<file path="config.mk">
export PLATFORM = sky130hd
export DESIGN_NAME = scl_rate_gen
export DESIGN_NICKNAME = d
export VERILOG_FILES = /design/src/rtl/sclgen_pkg.sv /design/src/rtl/sclgen_prescale.sv /design/src/rtl/sclgen_filter.sv /design/src/rtl/sclgen_phase_fsm.sv /design/src/rtl/scl_rate_gen.sv
export SDC_FILE = /design/constraint.sdc
export NUM_CORES = 1
export LEC_CHECK = 0
export ABC_AREA = 1
export CAP_MARGIN = 10
export CORE_MARGIN = 10
export CORE_UTILIZATION = 45
export DETAILED_ROUTE_END_ITERATION = 6
export PLACE_DENSITY = 0.64
export SLEW_MARGIN = 10
export SYNTH_ARGS = -nofsm -noshare
export SYNTH_HDL_FRONTEND = slang
export SYNTH_HIERARCHICAL = 1
export SYNTH_SLANG_ARGS = --single-unit
</file>
<file path="constraint.sdc">
create_clock -name clk_i -period 3.5 [get_ports clk_i]
set_clock_uncertainty 0.2 [all_clocks]
set_input_delay 0.7 -clock clk_i [delete_from_list [all_inputs] [get_ports clk_i]]
set_output_delay 0.7 -clock clk_i [all_outputs]
set_load 0.03 [all_outputs]
</file>
<file path="src/rtl/sclgen_pkg.sv">
`timescale 1ns/1ps
package sclgen_pkg;

    typedef enum logic [1:0] {
        PH_IDLE    = 2'd0,
        PH_LOW     = 2'd1,
        PH_WAIT_HI = 2'd2,
        PH_HIGH    = 2'd3
    } phase_e;

    // overhead reference cycles added to every phase
    localparam int OVH_DIRECT  = 4;   // prescaler bypassed
    localparam int OVH_DIVIDED = 3;   // prescaler active
    localparam int MIN_COUNT   = 1;   // smallest usable phase count

endpackage

</file>
<file path="src/rtl/sclgen_prescale.sv">
`timescale 1ns/1ps
module sclgen_prescale #(
    parameter int CKS_W = 3
) (
    input  logic             clk_i,
    input  logic             rst_ni,
    input  logic             run_i,
    input  logic [CKS_W-1:0] cks_i,
    output logic             ref_tick_o
);
    localparam int DIV_W = (1 << CKS_W) - 1;
    localparam logic [DIV_W-1:0] ALL_ONES = '1;

    logic [DIV_W-1:0] div_cnt_q;
    logic [DIV_W-1:0] div_lim;

    always_comb begin
        div_lim    = ALL_ONES >> (DIV_W - int'(cks_i));
        ref_tick_o = run_i && (div_cnt_q == div_lim);
    end

    always_ff @(posedge clk_i or negedge rst_ni) begin
        if (!rst_ni) begin
            div_cnt_q <= '0;
        end else if (!run_i || ref_tick_o) begin
            div_cnt_q <= '0;
        end else begin
            div_cnt_q <= div_cnt_q + 1'b1;
        end
    end

    // divider never runs past the selected limit
    assert_div_bound_R1: assert property (@(posedge clk_i) disable iff (!rst_ni)
        run_i |-> (div_cnt_q <= div_lim));

    // while stopped no tick is issued
    assert_no_tick_idle_R1: assert property (@(posedge clk_i) disable iff (!rst_ni)
        !run_i |-> !ref_tick_o);

endmodule

</file>
<file path="src/rtl/sclgen_filter.sv">
`timescale 1ns/1ps
module sclgen_filter #(
    parameter int SYNC_STAGES = 2
) (
    input  logic clk_i,
    input  logic rst_ni,
    input  logic ref_tick_i,
    input  logic scl_i,
    output logic scl_filt_o
);
    logic [SYNC_STAGES-1:0] sync_q;
    logic                   prev_q;
    logic                   filt_q;
    logic                   sync_out;

    generate
        for (genvar g = 0; g < SYNC_STAGES; g++) begin : g_sync
            always_ff @(posedge clk_i or negedge rst_ni) begin
                if (!rst_ni) begin
                    sync_q[g] <= 1'b1;
                end else if (g == 0) begin
                    sync_q[g] <= scl_i;
                end else begin
                    sync_q[g] <= sync_q[(g == 0) ? 0 : g - 1];
                end
            end
        end
    endgenerate

    assign sync_out = sync_q[SYNC_STAGES-1];

    // level accepted only when seen on two consecutive reference ticks
    always_ff @(posedge clk_i or negedge rst_ni) begin
        if (!rst_ni) begin
            prev_q <= 1'b1;
            filt_q <= 1'b1;
        end else if (ref_tick_i) begin
            prev_q <= sync_out;
            if (sync_out == prev_q) begin
                filt_q <= sync_out;
            end
        end
    end

    assign scl_filt_o = filt_q;

    // a change of the filtered level needs the same level on the previous tick
    assert_glitch_reject_R6: assert property (@(posedge clk_i) disable iff (!rst_ni)
        !$stable(filt_q) |-> ($past(prev_q) == filt_q) && $past(ref_tick_i));

endmodule

</file>
<file path="src/rtl/sclgen_phase_fsm.sv">
`timescale 1ns/1ps
module sclgen_phase_fsm
    import sclgen_pkg::*;
#(
    parameter int CNT_W = 5,
    parameter int CKS_W = 3
) (
    input  logic             clk_i,
    input  logic             rst_ni,
    input  logic             run_i,
    input  logic             ref_tick_i,
    input  logic             scl_high_i,
    input  logic [CKS_W-1:0] cks_i,
    input  logic [CNT_W-1:0] brh_i,
    input  logic [CNT_W-1:0] brl_i,
    output logic             scl_oe_o,
    output logic             low_end_o,
    output logic             high_end_o
);
    localparam int PH_W = CNT_W + 1;

    phase_e          state_q, state_d;
    logic [PH_W-1:0] cnt_q, cnt_d;
    logic [PH_W-1:0] low_len, high_len;
    logic            direct;
    logic            low_fin, high_fin;

    function automatic logic [PH_W-1:0] phase_len(input logic [CNT_W-1:0] b,
                                                  input logic is_direct);
        logic [CNT_W-1:0] eff;
        eff = (b == '0) ? CNT_W'(MIN_COUNT) : b;
        return {1'b0, eff} + (is_direct ? PH_W'(OVH_DIRECT) : PH_W'(OVH_DIVIDED));
    endfunction

    always_comb begin
        direct   = (cks_i == '0);
        low_len  = phase_len(brl_i, direct);
        high_len = phase_len(brh_i, direct);
    end

    // next-state logic
    always_comb begin
        state_d  = state_q;
        cnt_d    = cnt_q;
        low_fin  = 1'b0;
        high_fin = 1'b0;
        if (!run_i) begin
            state_d = PH_IDLE;
            cnt_d   = '0;
        end else if (ref_tick_i) begin
            unique case (state_q)
                PH_IDLE: begin
                    state_d = PH_LOW;
                    cnt_d   = '0;
                end
                PH_LOW: begin
                    if (cnt_q == low_len - 1'b1) begin
                        low_fin = 1'b1;
                        cnt_d   = '0;
                        state_d = scl_high_i ? PH_HIGH : PH_WAIT_HI;
                    end else begin
                        cnt_d = cnt_q + 1'b1;
                    end
                end
                PH_WAIT_HI: begin
                    if (scl_high_i) begin
                        state_d = PH_HIGH;
                        cnt_d   = '0;
                    end
                end
                PH_HIGH: begin
                    if (cnt_q == high_len - 1'b1) begin
                        high_fin = 1'b1;
                        cnt_d    = '0;
                        state_d  = PH_LOW;
                    end else begin
                        cnt_d = cnt_q + 1'b1;
                    end
                end
                default: begin
                    state_d = PH_IDLE;
                    cnt_d   = '0;
                end
            endcase
        end
    end

    // state register
    always_ff @(posedge clk_i or negedge rst_ni) begin
        if (!rst_ni) begin
            state_q <= PH_IDLE;
            cnt_q   <= '0;
        end else begin
            state_q <= state_d;
            cnt_q   <= cnt_d;
        end
    end

    // outputs
    always_ff @(posedge clk_i or negedge rst_ni) begin
        if (!rst_ni) begin
            low_end_o  <= 1'b0;
            high_end_o <= 1'b0;
        end else begin
            low_end_o  <= low_fin;
            high_end_o <= high_fin;
        end
    end

    assign scl_oe_o = (state_q == PH_LOW);

    assert_release_on_disable_R7: assert property (@(posedge clk_i) disable iff (!rst_ni)
        !run_i |=> (!scl_oe_o && state_q == PH_IDLE));

    assert_strobe_exclusive_R9: assert property (@(posedge clk_i) disable iff (!rst_ni)
        $onehot0({low_end_o, high_end_o}));

    assert_low_end_edge_R9: assert property (@(posedge clk_i) disable iff (!rst_ni)
        low_end_o |-> ($past(scl_oe_o) && !scl_oe_o));

    assert_high_end_edge_R9: assert property (@(posedge clk_i) disable iff (!rst_ni)
        high_end_o |-> (!$past(scl_oe_o) && scl_oe_o));

    assert_high_needs_line_R5: assert property (@(posedge clk_i) disable iff (!rst_ni)
        (state_q == PH_HIGH && $past(state_q) != PH_HIGH) |-> $past(scl_high_i));

    assert_low_cnt_bound_R2: assert property (@(posedge clk_i) disable iff (!rst_ni)
        (state_q == PH_LOW) |-> (cnt_q < low_len));

endmodule

</file>
<file path="src/rtl/scl_rate_gen.sv">
`timescale 1ns/1ps
module scl_rate_gen #(
    parameter int CKS_W       = 3,
    parameter int CNT_W       = 5,
    parameter int REG_W       = 8,
    parameter int SYNC_STAGES = 2
) (
    input  logic             clk_i,
    input  logic             rst_ni,
    input  logic             en_i,
    input  logic [CKS_W-1:0] cks_i,
    input  logic [REG_W-1:0] brh_i,
    input  logic [REG_W-1:0] brl_i,
    input  logic             scl_i,
    output logic             scl_oe_o,
    output logic             low_end_o,
    output logic             high_end_o
);
    logic [CKS_W-1:0] cks_q;
    logic [CNT_W-1:0] brh_q, brl_q;
    logic             ref_tick;
    logic             scl_filt;
    logic             cfg_unused_bits;

    // fixed-one register bits carry no count information
    assign cfg_unused_bits = &{brh_i[REG_W-1:CNT_W], brl_i[REG_W-1:CNT_W]};

    // settings follow the inputs only while the block is held stopped
    always_ff @(posedge clk_i or negedge rst_ni) begin
        if (!rst_ni) begin
            cks_q <= '0;
            brh_q <= '0;
            brl_q <= '0;
        end else if (!en_i) begin
            cks_q <= cks_i;
            brh_q <= brh_i[CNT_W-1:0];
            brl_q <= brl_i[CNT_W-1:0];
        end
    end

    assert_cfg_frozen_R8: assert property (@(posedge clk_i) disable iff (!rst_ni)
        (en_i && $past(en_i)) |-> ($stable(cks_q) && $stable(brh_q) && $stable(brl_q)));

    sclgen_prescale #(.CKS_W(CKS_W)) u_prescale (
        .clk_i      (clk_i),
        .rst_ni     (rst_ni),
        .run_i      (en_i),
        .cks_i      (cks_q),
        .ref_tick_o (ref_tick)
    );

    sclgen_filter #(.SYNC_STAGES(SYNC_STAGES)) u_filter (
        .clk_i      (clk_i),
        .rst_ni     (rst_ni),
        .ref_tick_i (ref_tick),
        .scl_i      (scl_i),
        .scl_filt_o (scl_filt)
    );

    sclgen_phase_fsm #(.CNT_W(CNT_W), .CKS_W(CKS_W)) u_fsm (
        .clk_i      (clk_i),
        .rst_ni     (rst_ni),
        .run_i      (en_i),
        .ref_tick_i (ref_tick),
        .scl_high_i (scl_filt),
        .cks_i      (cks_q),
        .brh_i      (brh_q),
        .brl_i      (brl_q),
        .scl_oe_o   (scl_oe_o),
        .low_end_o  (low_end_o),
        .high_end_o (high_end_o)
    );

endmodule

</file>
# Word level (Yosys, flattened, before mapping)
# Cells that the tools add are included.
[totals]
regBits = 34
input_bits = 23
output_inout_bits = 3
wordCells = 66
[classes]
add_sub_neg = 7
eq_ne = 11
n_shift = 1
muxes = 25
reduce_logical = 10
[op_table]
columns = ["cell", "count"]
rows = [
  [">> shifter 7 x 32 -> 7 bit (first input constant)", 1],
  ["2-to-1 mux 6 bit", 5],
  ["case mux 6 bit (4 select lines)", 1],
  ["== test 6 bit", 2],
  ["subtractor 6 x 1 -> 6 bit (second input constant)", 2],
  ["zero test 5 bit", 2],
  ["2-to-1 mux 2 bit", 5],
  ["2-to-1 mux 5 bit", 2],
  ["2-to-1 mux 1 bit", 9],
  ["case mux 2 bit (4 select lines)", 1],
  ["adder 7 x 1 -> 7 bit (second input constant)", 1],
  ["== test 7 bit", 1],
  ["2-to-1 mux 7 bit", 1],
  ["adder 5 x 3 -> 6 bit", 1],
  ["adder 5 x 6 -> 6 bit", 1],
  ["adder 6 x 1 -> 6 bit (second input constant)", 1],
  ["!= test 3 x 2 -> 1 bit (second input constant)", 2],
  ["== test 2 bit (second input constant)", 2],
  ["AND reduction 2 bit", 2],
  ["AND reduction 4 bit", 1],
  ["subtractor 3 x 3 -> 4 bit (first input constant)", 1],
  ["zero test 3 bit", 1],
  ["2-to-1 mux 3 bit", 1],
  ["!= test 3 bit (second input constant)", 1],
  ["other kinds (7)", 7],
]

# Logic depth before layout (Yosys ltp)
[depth]
ltp_word = 9
mapped_depth = 18
mapped_depth_nobuf = 18

# By module
# The synthesis kept the hierarchy.
[modules_own_cells]
columns = ["module", "instances", "cells_per_inst", "area_per_inst_um2"]
rows = [
  ["sclgen_phase_fsm", 1, 195, 1297.5],
  ["scl_rate_gen", 1, 55, 494.2],
  ["sclgen_prescale", 1, 68, 490.5],
  ["sclgen_filter", 1, 15, 147.6],
]

# Worst setup path after synthesis
# No wires, ideal clock.
[synth_path]
path_type = "reg2reg"
startpoint = "register cks_q[1]"
endpoint = "register u_fsm.state_q[0]"
setup_ns = 0.117
arrival_time_ns = 2.530
t_required_ns = 3.183
setup_slack_ns = 0.653
stages_incl_launch_ff = 16
period_less_slack_ns = 2.847
path_cell_list = "dfrtp_1 -> nor3_1 -> ha_1 -> inv_1 -> ha_1 -> inv_1 -> fa_1 -> nand2_1 -> nand2_1 -> nand3_1 -> nor2_2 -> nand3_2 -> nand2_2 -> nand3_2 -> nand2_1 -> nand2_1"
[synth_between]
elab_chain_cells = 7
word_cells_on_any_way = 16
cone_classes = "add/sub (5); eq/ne (6); shift (1); mux (1); reduce/logical (3)"
[synth_rtl]
columns = ["item", "line", "source"]
rows = [
  ["start: declaration", "scl_rate_gen.sv:19", "logic [CKS_W-1:0] cks_q;"],
  ["start signal: assignment", "scl_rate_gen.sv:35", "cks_q <= cks_i;"],
  ["zero test 3 bit", "sclgen_phase_fsm.sv:36", "direct = (cks_i == '0);"],
  ["2-to-1 mux 3 bit", "sclgen_phase_fsm.sv:32", "return {1'b0, eff} + (is_direct ? PH_W'(OVH_DIRECT) : PH_W'(OVH_DIVIDED));"],
  ["adder 5 x 6 -> 6 bit / adder 5 x 3 -> 6 bit (equally long branches)", "sclgen_phase_fsm.sv:32", ""],
  ["subtractor 6 x 1 -> 6 bit (on tied branches)", "sclgen_phase_fsm.sv:72, sclgen_phase_fsm.sv:57", ""],
  ["== test 6 bit (on tied branches)", "sclgen_phase_fsm.sv:72, sclgen_phase_fsm.sv:57", ""],
  ["!= test 3 x 2 -> 1 bit (no line)", "-", ""],
  ["AND reduction 4 bit (no line) *", "-", ""],
  ["end signal: assignment", "sclgen_phase_fsm.sv:94", "state_q <= state_d;"],
  ["end: declaration", "sclgen_phase_fsm.sv:22", "phase_e state_q, state_d;"],
]
# Mark *: on every way between the ends. The rest lies on a longest branch, timed or not.
# A chain may end at the register's enable or synchronous reset.

# Worst setup path in the final report
[layout_path]
startpoint = "register cks_q[1]"
endpoint = "register u_fsm.cnt_q[5]"
[layout_between]
elab_chain_cells = 9
word_cells_on_any_way = 19
cone_classes = "add/sub (5); eq/ne (4); shift (1); mux (6); reduce/logical (3)"
[layout_rtl]
columns = ["item", "line", "source"]
rows = [
  ["zero test 3 bit", "sclgen_phase_fsm.sv:36", ""],
  ["2-to-1 mux 3 bit", "sclgen_phase_fsm.sv:32", ""],
  ["adder 5 x 6 -> 6 bit / adder 5 x 3 -> 6 bit (equally long branches)", "sclgen_phase_fsm.sv:32", ""],
  ["subtractor 6 x 1 -> 6 bit (on tied branches)", "sclgen_phase_fsm.sv:72, sclgen_phase_fsm.sv:57", ""],
  ["== test 6 bit (on tied branches)", "sclgen_phase_fsm.sv:72, sclgen_phase_fsm.sv:57", ""],
  ["2-to-1 mux 6 bit (on tied branches)", "sclgen_phase_fsm.sv:72, sclgen_phase_fsm.sv:57", ""],
  ["case mux 6 bit (4 select lines)", "sclgen_phase_fsm.sv:51", "unique case (state_q)"],
  ["2-to-1 mux 6 bit", "sclgen_phase_fsm.sv:50", "end else if (ref_tick_i) begin"],
  ["2-to-1 mux 6 bit", "sclgen_phase_fsm.sv:47", "if (!run_i) begin"],
  ["end signal: assignment", "sclgen_phase_fsm.sv:95", "cnt_q <= cnt_d;"],
  ["end: declaration", "sclgen_phase_fsm.sv:23", "logic [PH_W-1:0] cnt_q, cnt_d;"],
]
# Parallel ways exist; a longest one is shown, timed or not. The select of a mux whose other input is x is not followed.

==> results by group <==
Timing
  – Final WS setup: 0.566 ns
  – Final setup viols: 0
  – Final Hold Fails: 0
  – Fmax achieved: 341 MHz
  – Setup TNS: 0 ns
  – Worst hold slack: 0.157 ns
  – Fin. max-slew vios: 0
  – Slew headroom: 0.702
  – RSZ-0062 raised after global routing: no
  – Slew @ Worst Pin: 0.447 ns
  – Fin crit share: 0.838
  – Min cycle time layout: 2.93 ns

Worst setup path
  – R2R Setup Slk: 0.57 ns
  – CP delay by family, top: simple AND/OR/NAND/NOR gates
  – Critical path cell sequence: nor3_1 -> buf_4 -> ha_1 -> inv_1 -> ha_1 -> inv_1 -> fa_1 -> inv_1 -> nand2_1 -> nand2_1 -> nand3_1 -> nor2_2 -> nand3_2 -> nand2_2 -> nand2_4 -> nand3_1 -> nand2_1
  – Reg-to-Reg Start: cks_q[1]$_DFFE_PN0N_
  – Critical Path RT: 3.48 ns
  – Crit Path Max Fanout: 9
  – Critical path launch point type: register
  – CP arrival: 2.91 ns
  – Worst R2R End: u_fsm/cnt_q[5]$_DFFE_PN0P_
  – Crit path largest cell delay: 0.49 ns
  – Reg2Reg Depth: 17
  – Crit. End Element: register
  – Setup CP Type: register to register
  – Crit path buffers/inverters: 4
  – Worst-path cell with the longest stage delay: dfrtp_1

Global routing
  – Total gr overflow: 0
  – First-pass GRT wire length: 8470 um
  – Total GRT Usage: 0.118
  – Pin count of the biggest net entering global routing: 35
  – Vias in the first global route: ~2.0k
  – Initial antenna violation count: 0

Logic synthesis
  – Register bit total from synthesis: 34
  – Mapped Avg Cell Area: ~7.3 um2
  – Synthesized area: 2430 um2
  – Syn Inst Count: 333
  – Net Count, Synth: approximately 380
  – Sequential area share after synthesis: 0.352
  – Synth Warn #: 6
  – Netlist cell types: 26

Cells and area
  – Syn-to-layout area delta: 14.5%
  – Design Area, Final: 2780 um2
  – Fin nets: 399
  – Antenna diodes: 0
  – Layout cells sized above 1: 0.0927

Job
  – Max_cap viols: 0

Clock network
  – CTS buffer count: 5
  – Post-CTS setup buffer count: 0
  – Post-CTS sizing: 0
  – Worst-path clk slew: approximately 0.07 ns
  – Root Buffer: clkbuf_8
  – H-tree levels: 2
  – Clock Latency Late Sink: 0.28 ns
  – Post-CTS Hold Buffers: 0
  – Longest Clk Path Bufs: 2
  – CTS tree: built
  – CTS Sinks: 34

Routing
  – First-pass DRT Iterations: 4
  – DR vias: around 2.0k
  – Detail-routed via count per cell: 4.69
  – Routed Antenna Nets: 0
  – WL/cell: 11.1 um
  – Drt drc: 0
  – Starting DRT DRC Count: 108
  – Drt total wl: 4740 um

Die
  – FP Rows: 26
  – Die H: 93.5 um
  – Initial Util: 0.470
  – Core outline area: 5170 um2
  – Die W: 93.5 um
  – # IOs: 26
  – Die area: 8740 um2

Power and ir drop
  – Static Leak: approximately 1.5 nW
  – Cell area power density: 446 nW/um2
  – Peak VDD IR: between 0.2 and 0.25 mV

Place
  – Place WS: 0.597 ns
  – Placed inst area: roughly 2700 um2
  – GP Congestion: 0.815
  – Final HPWL DP: around 3600 um
  – Number of buffers inserted by port buffering: 19

Min path
  – Worst hold path type: register to register
  – Worst Hold Path EP: u_filter/sync_out$_DFF_PN1_
  – Min-delay src: u_filter/sync_q[0]$_DFF_PN1_
  – Worst hold path stage count: 0

Outcome
  – Run status: finished, final reports clean
layout make-up:
| type | count | area, um2 |
|---|---|---|
| clock buffers | 7 | 76.3 |
| clock inverters | 1 | 30.0 |
| fillers | 491 | 2390 |
| inverters | 62 | 233 |
| multi-input cells | 230 | 1290 |
| flip-flops and latches | 34 | 856 |
| well taps | 70 | 87.6 |
| repair buffers | 22 | 213 |
worst max-delay path by stage:
| stage | cells after the start | slack [ns] | start | end |
|---|---|---|---|---|
| 2_1_floorplan | 15 | 0.65 | cks_q[1]$_DFFE_PN0N_ | u_fsm/state_q[0]$_DFFE_PN0P_ |
| 3_3_place_gp | 17 | 0.58 | cks_q[1]$_DFFE_PN0N_ | u_fsm/cnt_q[5]$_DFFE_PN0P_ |
| 3_5_place_dp | 17 | 0.60 | cks_q[1]$_DFFE_PN0N_ | u_fsm/cnt_q[1]$_DFFE_PN0P_ |
| 4_1_cts | 17 | 0.56 | cks_q[1]$_DFFE_PN0N_ | u_fsm/cnt_q[5]$_DFFE_PN0P_ |
| 5_1_grt | 17 | 0.36 | cks_q[2]$_DFFE_PN0N_ | u_fsm/cnt_q[3]$_DFFE_PN0P_ |
| 6_report | 17 | 0.57 | cks_q[1]$_DFFE_PN0N_ | u_fsm/cnt_q[5]$_DFFE_PN0P_ |
worst reg2reg max path, delay by kind of cell, from the launching register on:
kind                     cells  cell delay (ns)
buffers and inverters        4             0.34
adder cells (fa/ha/maj)      3             0.83
flip-flops                   1             0.49
AND/OR/NAND/NOR             10             0.95
power breakdown:
part | switching [W] | leakage [nW] | total [W] | internal [W]
Clock | 0.000139 | 0.0524 | 0.000352 | 0.000213
Sequential | 0.0000393 | 0.433 | 0.000479 | 0.000440
Combinational | 0.000240 | 1.01 | 0.000411 | 0.000171
Total | 0.000418 | 1.50 | 0.00124 | 0.000824
cell usage after synthesis (all sizes together):
library cell | number | area (um2)
xor2 | 11 | 104
inv | 62 | 233
dfstp | 4 | 105
xnor2 | 7 | 61.3
nor3 | 5 | 25.0
clkbuf | 2 | 7.51
buf | 5 | 46.3
a21oi | 5 | 25.0
fa | 2 | 40.0
dfrtp | 30 | 751
nor2 | 21 | 88.8
nand3b | 1 | 7.51
nand3 | 29 | 160
o21ai | 2 | 10.0
nand4 | 3 | 18.8
nand2 | 123 | 492
a41oi | 2 | 17.5
ha | 19 | 238
layer usage:
metal,global-route usage,share of wire,vias to the layer above
li1,-,-,1053
met1,0.148,0.50,901
met4,0.0488,0.013,0
met2,0.189,0.46,36
met3,0.0272,0.033,6
met5,0,0,-
logic make-up after synthesis:
family,share of synthesized area
flops,0.352
fa+ha+maj,0.114
buf+inv,0.118
compound gates,0.0216
simple gates,0.326
xor+xnor,0.0680
metrics by stage:
step	utilization	cells	power, W
floorplan	-	333	0.000795
global placement	0.517	418	0.000886
detailed placement	0.517	418	0.000899
CTS	0.538	426	0.00126
global route	0.538	426	0.00135
finish	0.538	426	0.00124
state kept, by name, indices dropped and copies added (netlist names), 2 cells and up:
signal and count:
brh_q 5, u_fsm/cnt_q 6, u_fsm/state_q 2, brl_q 5, cks_q 3, u_prescale/div_cnt_q 7
cells in the final DEF, fill, tap and decap left out, types with 3 or more instances in the layout:
cell type / n
dfrtp_1: 30
buf_4: 3
nor2_1: 17
a21oi_1: 5
ha_1: 19
nand2_2: 6
inv_2: 4
nand2_1: 115
nor3_1: 5
nand4_1: 3
nand3_2: 3
clkdlybuf4s50_1: 19
inv_1: 58
nor2_2: 4
clkbuf_8: 5
xor2_1: 10
xnor2_1: 7
nand3_1: 26
dfstp_2: 4
No activity file was read; power rests on OpenSTA's default activity.
